## src/rtl/vec_unpack_pkg.sv

```systemverilog
package vec_unpack_pkg;

  localparam int LANES = 4;
  localparam int LANE_IDX_W = $clog2(LANES);

  typedef enum logic [1:0] {
    VK_SCALAR = 2'd0,
    VK_PAIR   = 2'd1,
    VK_TRIPLE = 2'd2,
    VK_QUAD   = 2'd3
  } vecKind_e;

  typedef enum logic [1:0] {
    EK_W32   = 2'd0,
    EK_W16   = 2'd1,
    EK_W8    = 2'd2,
    EK_C5551 = 2'd3
  } elemKind_e;

  // Strobes from the lane controller to the datapath.
  typedef struct packed {
    logic [LANE_IDX_W-1:0] lane;
    logic                  fire;
  } laneStrobe_t;

  // A lane spends the remaining count unless it is a padding lane.
  function automatic logic laneCounted(vecKind_e vk, logic [LANE_IDX_W-1:0] lane);
    case (vk)
      VK_PAIR:   return lane < 2;
      VK_TRIPLE: return lane < 3;
      default:   return 1'b1;
    endcase
  endfunction

  function automatic logic fmtIllegal(vecKind_e vk, elemKind_e ek);
    return (ek == EK_C5551) && (vk != VK_QUAD);
  endfunction

endpackage

```

## src/rtl/vec_unpack_ctrl.sv

```systemverilog
module vec_unpack_ctrl
  import vec_unpack_pkg::*;
#(
  parameter int CNT_W = 16
) (
  input  logic             clk,
  input  logic             rstN,
  input  vecKind_e         vecKind,
  input  elemKind_e        elemKind,
  input  logic             srcValid,
  input  logic             laneReady,
  input  logic             loadCount,
  input  logic [CNT_W-1:0] countIn,
  output logic             srcReady,
  output logic             laneValid,
  output logic             fmtErr,
  output laneStrobe_t      strb
);

  localparam logic [LANE_IDX_W-1:0] LAST_LANE = LANE_IDX_W'(LANES - 1);

  logic [LANE_IDX_W-1:0] laneQ;
  logic [CNT_W-1:0]      cntQ;
  logic                  counted;
  logic                  cntEmpty;
  logic                  fire;

  always_comb begin
    fmtErr    = fmtIllegal(vecKind, elemKind);
    counted   = laneCounted(vecKind, laneQ);
    cntEmpty  = (cntQ == '0);
    laneValid = srcValid && !fmtErr && (!counted || !cntEmpty);
    fire      = laneValid && laneReady;
    srcReady  = fire && (laneQ == LAST_LANE);
    strb.lane = laneQ;
    strb.fire = fire;
  end

  always_ff @(posedge clk) begin
    if (!rstN) begin
      laneQ <= '0;
      cntQ  <= '0;
    end else begin
      if (fire) laneQ <= laneQ + 1'b1;
      if (loadCount)             cntQ <= countIn;
      else if (fire && counted)  cntQ <= cntQ - 1'b1;
    end
  end

  AST_LANE_STEP: assert property (@(posedge clk) disable iff (!rstN)
    fire |=> laneQ == $past(laneQ) + 1'b1);

  AST_POP_ON_LAST: assert property (@(posedge clk) disable iff (!rstN)
    srcReady |-> (laneQ == LAST_LANE) && laneReady);

  AST_CNT_SPEND: assert property (@(posedge clk) disable iff (!rstN)
    (fire && counted && !loadCount) |=> cntQ == $past(cntQ) - 1'b1);

  AST_PAD_FREE: assert property (@(posedge clk) disable iff (!rstN)
    (srcValid && !fmtErr && !counted) |-> laneValid);

  AST_BAD_FMT_SILENT: assert property (@(posedge clk) disable iff (!rstN)
    fmtErr |-> !laneValid && !srcReady);

  AST_STALL_HOLD: assert property (@(posedge clk) disable iff (!rstN)
    (laneValid && !laneReady && !loadCount) |=> $stable(laneQ) && $stable(cntQ));

endmodule

```

## src/rtl/vec_unpack_dp.sv

```systemverilog
module vec_unpack_dp
  import vec_unpack_pkg::*;
#(
  parameter int LANE_W = 32
) (
  input  logic                    clk,
  input  logic                    rstN,
  input  vecKind_e                vecKind,
  input  elemKind_e               elemKind,
  input  logic                    signedEn,
  input  logic [LANES*LANE_W-1:0] srcData,
  input  laneStrobe_t             strb,
  output logic [LANE_W-1:0]       laneData
);

  localparam int HALF_W  = LANE_W / 2;
  localparam int QTR_W   = LANE_W / 4;
  localparam int CF_W    = 5;
  localparam int CF_SH   = 3;
  localparam int ALPHA_B = 15;
  localparam int ALPHA_P = 7;

  logic [LANE_W-1:0] el32 [LANES];
  logic [LANE_W-1:0] el16 [LANES];
  logic [LANE_W-1:0] el8  [LANES];
  logic [LANE_W-1:0] colr [LANES];

  for (genvar i = 0; i < LANES; i++) begin : g_elem
    logic [HALF_W-1:0] h;
    logic [QTR_W-1:0]  q;
    assign h       = srcData[i*HALF_W +: HALF_W];
    assign q       = srcData[i*QTR_W +: QTR_W];
    assign el32[i] = srcData[i*LANE_W +: LANE_W];
    assign el16[i] = {{(LANE_W-HALF_W){signedEn & h[HALF_W-1]}}, h};
    assign el8[i]  = {{(LANE_W-QTR_W){signedEn & q[QTR_W-1]}}, q};
    if (i < LANES - 1) begin : g_field
      assign colr[i] = {{(LANE_W-CF_W-CF_SH){1'b0}}, srcData[i*CF_W +: CF_W], {CF_SH{1'b0}}};
    end else begin : g_alpha
      assign colr[i] = {{(LANE_W-ALPHA_P-1){1'b0}}, srcData[ALPHA_B], {ALPHA_P{1'b0}}};
    end
  end

  logic [LANE_IDX_W-1:0] pick;
  logic                  padZero;

  // Element index feeding the current lane, by vector shape.
  always_comb begin
    pick    = strb.lane;
    padZero = 1'b0;
    case (vecKind)
      VK_SCALAR: pick = '0;
      VK_PAIR: begin
        pick    = {1'b0, strb.lane[0]};
        padZero = (strb.lane == LANE_IDX_W'(LANES - 1)) && (elemKind == EK_W32);
      end
      default: pick = strb.lane;
    endcase
  end

  always_comb begin
    case (elemKind)
      EK_W32:  laneData = padZero ? '0 : el32[pick];
      EK_W16:  laneData = el16[pick];
      EK_W8:   laneData = el8[pick];
      default: laneData = colr[strb.lane];
    endcase
  end

  AST_SCALAR_BCAST: assert property (@(posedge clk) disable iff (!rstN)
    (vecKind == VK_SCALAR && strb.lane != '0 && $past(strb.fire) && $stable(srcData)
     && $stable(vecKind) && $stable(elemKind) && $stable(signedEn)) |-> $stable(laneData));

endmodule

```

## src/rtl/vec_unpacker.sv

```systemverilog
module vec_unpacker
  import vec_unpack_pkg::*;
#(
  parameter int LANE_W = 32,
  parameter int CNT_W  = 16,
  localparam int BEAT_W = LANES * LANE_W
) (
  input  logic              clk,
  input  logic              rstN,
  input  logic [1:0]        vecSel,
  input  logic [1:0]        elemSel,
  input  logic              signedEn,
  input  logic              srcValid,
  input  logic [BEAT_W-1:0] srcData,
  output logic              srcReady,
  input  logic              loadCount,
  input  logic [CNT_W-1:0]  countIn,
  output logic              laneValid,
  input  logic              laneReady,
  output logic [1:0]        laneIdx,
  output logic [LANE_W-1:0] laneData,
  output logic              fmtErr
);

  vecKind_e    vecKind;
  elemKind_e   elemKind;
  laneStrobe_t strb;

  assign vecKind  = vecKind_e'(vecSel);
  assign elemKind = elemKind_e'(elemSel);
  assign laneIdx  = strb.lane;

  vec_unpack_ctrl #(.CNT_W(CNT_W)) u_ctrl (
    .clk       (clk),
    .rstN      (rstN),
    .vecKind   (vecKind),
    .elemKind  (elemKind),
    .srcValid  (srcValid),
    .laneReady (laneReady),
    .loadCount (loadCount),
    .countIn   (countIn),
    .srcReady  (srcReady),
    .laneValid (laneValid),
    .fmtErr    (fmtErr),
    .strb      (strb)
  );

  vec_unpack_dp #(.LANE_W(LANE_W)) u_dp (
    .clk      (clk),
    .rstN     (rstN),
    .vecKind  (vecKind),
    .elemKind (elemKind),
    .signedEn (signedEn),
    .srcData  (srcData),
    .strb     (strb),
    .laneData (laneData)
  );

endmodule

```

## config.mk

```make
export PLATFORM = sky130hd
export DESIGN_NAME = vec_unpacker
export DESIGN_NICKNAME = d
export VERILOG_FILES = /design/src/rtl/vec_unpack_pkg.sv /design/src/rtl/vec_unpack_ctrl.sv /design/src/rtl/vec_unpack_dp.sv /design/src/rtl/vec_unpacker.sv
export SDC_FILE = /design/constraint.sdc
export NUM_CORES = 1
export LEC_CHECK = 0
export ABC_AREA = 0
export BUFFER_PORTS_ARGS = -buffer_cell sky130_fd_sc_hd__buf_4
export CORE_UTILIZATION = 40
export DETAILED_ROUTE_END_ITERATION = 8
export PLACE_DENSITY_LB_ADDON = 0.15
export SLEW_MARGIN = 0
export SYNTH_ARGS = -nofsm -noshare
export SYNTH_HDL_FRONTEND = slang
export SYNTH_HIERARCHICAL = 1
export SYNTH_SLANG_ARGS = --single-unit
```

## constraint.sdc

```tcl
create_clock -name clk -period 2.92 [get_ports clk]
set_input_delay 0.146 -clock clk [delete_from_list [all_inputs] [get_ports clk]]
set_output_delay 0.146 -clock clk [all_outputs]
set_load 0.05 [all_outputs]
```

# After elaboration in Yosys (flattened, before gate mapping)
# Cells that the tools add are included.
# W data, S select, Z words.
[word_totals] reg_bits=18 output_inout_bits=37 wordCells=57
[op_classes] n_addsub=2 n_lt_le_gt_ge=4 eq_ne=7 muxes=19 n_bitwise=8 n_reduce_logical=15
[op_table] op="$mux W32" n=9
[op_table] op="$bmux W32 S2" n=4
[op_table] op="$pmux W32 S3" n=1
[op_table] op="$mux W16" n=2
[op_table] op="$logic_not A16 Y1" n=1
[op_table] op="$sub A16 B1 Y16 const B" n=1
[op_table] op="$eq A2 B2 Y1 const B" n=4
[op_table] op="$logic_and A1 B1 Y1" n=7
[op_table] op="$and A1 B1 Y1" n=6
[op_table] op="$ge A3 B3 Y1 const B" n=2
[op_table] op="$not A2 Y3" n=2
[op_table] op="$eq A2 B1 Y1 const B" n=2
[op_table] op="$logic_not A2 Y1" n=2
[op_table] op="$lt A2 B2 Y1 const B" n=2
[op_table] op="$pmux W2 S2" n=1
[op_table] op="$logic_not A1 Y1" n=3
[op_table] op="$add A2 B1 Y2 const B" n=1
[op_table] op="$ne A2 B2 Y1 const B" n=1
[op_table] op="$pmux W1 S2" n=1
[op_table] op="$reduce_bool A2 Y1" n=1
[op_table] op="$logic_or A1 B1 Y1" n=1
[op_table] op="$mux W1" n=1

# Logic depth before layout (Yosys ltp)
[logic_depth] ltp_word=9 depth_mapped=9

# Hierarchy
# Netlist, hierarchy kept.
[by_module_without_submodules] module="vec_unpack_dp" instances=1 cells_each=277 area_each_um2=2134.5 seq_area_each_um2=0.0
[by_module_without_submodules] module="vec_unpack_ctrl" instances=1 cells_each=148 area_each_um2=1233.7 seq_area_each_um2=360.3

# Least setup slack after synthesis
# OpenSTA, ideal clock, no wires.
[synth_path] path_kind="reg-to-output" startpoint="reg u_ctrl.laneQ[1]" endpoint="out laneData[25]" t_arrival_ns=2.649 t_required_ns=2.774 setup_slack_ns=0.125 stages_incl_launch_ff=7 path_buffers=3 cell_sequence="dfxtp_1 -> buf_4 -> and2_4 -> buf_6 -> clkbuf_1 -> mux2_2 -> o22ai_1"
[synth_between] elab_chain_len=7 word_cells_on_any_way=20 cone_classes="1 x eq/ne; 16 x mux; 2 x bitwise; 1 x reduce/logical"
[synth_rtl] item="start: declaration" line="vec_unpack_ctrl.sv:22" rtl="logic [LANE_IDX_W-1:0] laneQ;"
[synth_rtl] item="start signal: assignment" line="vec_unpack_ctrl.sv:44" rtl="if (fire) laneQ <= laneQ + 1'b1;"
[synth_rtl] item="$pmux W2 S2" line="vec_unpack_dp.sv:50" rtl="case (vecKind)"
[synth_rtl] item="$not A2 Y3 (implied by the code)" line="vec_unpack_dp.sv:62, vec_unpack_dp.sv:63, vec_unpack_dp.sv:64"
[synth_rtl] item="$bmux W32 S2" line="vec_unpack_dp.sv:62" rtl="EK_W32: laneData = padZero ? '0 : el32[pick];"
[synth_rtl] item="$mux W32 (implied by the code) (2 in a row)" line="vec_unpack_dp.sv:62"
[synth_rtl] item="$mux W32" line="vec_unpack_dp.sv:62"
[synth_rtl] item="$pmux W32 S3 (*)" line="vec_unpack_dp.sv:61" rtl="case (elemKind)"
[synth_rtl] item="end: declaration" line="vec_unpacker.sv:21" rtl="output logic [LANE_W-1:0] laneData,"
# Every way passes the cells marked *; elsewhere a longest branch is shown, timed or not. The select of a mux whose other input is x is not followed.

# Final worst setup path
[layout_path] startpoint="reg u_ctrl.laneQ[0]" endpoint="out laneData[2]"
# The elaborated chain is that of the path after synthesis.

==> metrics.cfg <==
[status]
outcome=finished, final reports clean

[global_route]
met1_usage_pct=34.0
grt-ovfl-total=0
grt_pass1_wl_mm=19.3
antenna_found_initial=0
grt_use_total_pct=28.1
grt_use_met3_pct=3.16
grt_pass1_vias=3903
busiest_layer=met2
grt_max_degree=32
globalRouteMet2Util_pct=51.6

[detailed_routing]
first_pass_iters=5
num_vias=4268
drt_iter0_drc=335
ant_nets=0
via_per_inst=6.16
wl_mm=13.3
drc_errors=0
post_drt_wl_per_cell_um=19.2

[timing]
min_period_over_period_pct=88.5
rsz0062_at_grt=no
max_slew_margin_pct=43.1
tns_ns=0
finalSetupViolations=0
holdWs_ns=0.129
hold_viol=0
slew_violations=0
timing.fmax_ghz=0.387
final.min_clock_period_ns=2.59
skew_ns=0.00102
tightest_slew_ns=0.851

[final_layout]
regArea_um2=362
finalCoreUtilization_pct=58.9
multi_input_area_um2=2740
fin_nets=749
final_cell_mix=198 x buf_4, 61 x nand2_1, 37 x o21ai_0
drive_gt1_share_pct=43.9
mostFrequentLayoutCell=buf_4
areaGrowthSynthToFinish_pct=43.3
diodes=0
fillCellCount=746

[cts]
post_cts_resized=0
path_clk_slew_ns=0.07
clock_path_buffers=2
root_buffer=clkbuf_8
cts_tree=done
cts_sinks=18
cts_max_level=1
cts-hold-fix-buffers=0
cts_buffers=3
post_cts_buffers=0
clk-insertion-delay-late_ns=0.25

[power_and_ir_drop]
p_int_uw=748
power_density_nw_per_um2=284
pwr-share-comb_pct=65.6
leakage_uw=0.00200
seqPwrFrac_pct=21.3
clockPowerShare_pct=13.1
p_sw_uw=618
ir_drop_mv=0.222
swShare_pct=45.2

[critical_path]
rrSetupSlack_ns=0.56
reg2reg_depth=7
critPathCaptureType=primary output
critical_path.startpoint_type=flip-flop
r2r-end=u_ctrl/cntQ[10]$_SDFFE_PN0P_
worstPathArrival_ns=2.44
reg2reg_from=u_ctrl/cntQ[0]$_SDFFE_PN0P_
cp_max_fo=24
path_class=flip-flop to primary output
required_ns=2.77

[hold_path]
hold_end=u_ctrl/cntQ[7]$_SDFFE_PN0P_
hold_path.class=input pin to flip-flop
worstHoldStart=countIn[7]
hold_path_depth=3

[floorplanning]
ios=191
rows=33
core_um2=8180
die-area_um2=8770
start_util_pct=41.1
die_height_um=93.7
die_w_um=93.7

[place]
io_buffers=190
place_congestion=0.955
dp_hpwl_mm=10.4

[logic_synthesis]
syn-cell-area_um2=3360
avgSynthCellArea_um2=7.93
synth_fp_nets=583
yosysWarnings=6
syn_inst=424

[job]
cap_violations=0

## worst max-delay path: stages (launching register included)
cell and delay [ns]:
dfxtp_2 0.54, o21a_2 0.36, buf_12 0.23, mux4_2 0.51
a211o_1 0.33, buf_4 0.20
## per-layer routing
| layer | vias up | wire (um) |
|---|---|---|
| met5 | - | 0 |
| met4 | 0 | 217 |
| met3 | 20 | 1250 |
| met2 | 238 | 6740 |
| met1 | 2022 | 5070 |
| li1 | 1988 | - |
## sequential cells by signal (all words and copies together) (netlist names)
signal / count
u_ctrl/laneQ: 2
u_ctrl/cntQ: 16
## how the worst max path moves through the flow
stage,slack [ns],startpoint,end,cells after the start
floorplan,0.12,u_ctrl/laneQ[1]$_SDFFE_PN0N_,laneData[25],6
global placement,0.65,u_ctrl/laneQ[0]$_SDFFE_PN0N_,laneData[2],5
detailed placement,0.62,u_ctrl/cntQ[0]$_SDFFE_PN0P_,u_ctrl/cntQ[10]$_SDFFE_PN0P_,7
CTS,0.32,u_ctrl/laneQ[0]$_SDFFE_PN0N_,laneData[2],5
global route,0.23,u_ctrl/laneQ[0]$_SDFFE_PN0N_,laneData[2],5
finish,0.33,u_ctrl/laneQ[0]$_SDFFE_PN0N_,laneData[2],5
## power by group through the flow
stage / Sequential [uW] / Combinational (uW) / Clock (uW)
after floorplan: 291 / 558 / 0
after global routing: 294 / 946 / 190
after detailed placement: 296 / 887 / 0
final: 291 / 896 / 179
after global placement: 294 / 880 / 0
after CTS: 290 / 890 / 181
## area by class of cell
cell class                      count  share of cell area [%]
Sequential cell                    18                    7.51
Tap cell                          105                    2.73
Timing Repair Buffer              199                    31.3
Clock buffer                        3                   0.857
Inverter                            9                   0.701
Multi-Input combinational cell    359                    56.9
## per-stage QoR
| stage | cell area (um^2) | power, uW | cells | setup WS, ns |
|---|---|---|---|---|
| final | 4820 | 1370 | 693 | 0.335 |
| after global routing | 4820 | 1430 | 693 | 0.234 |
| after CTS | 4820 | 1360 | 693 | 0.324 |
| after detailed placement | 4780 | 1180 | 690 | 0.620 |
| after global placement | 4780 | 1170 | 690 | 0.654 |
| after floorplan | 3360 | 849 | 424 | 0.125 |
(Power assumes the default switching activity.)
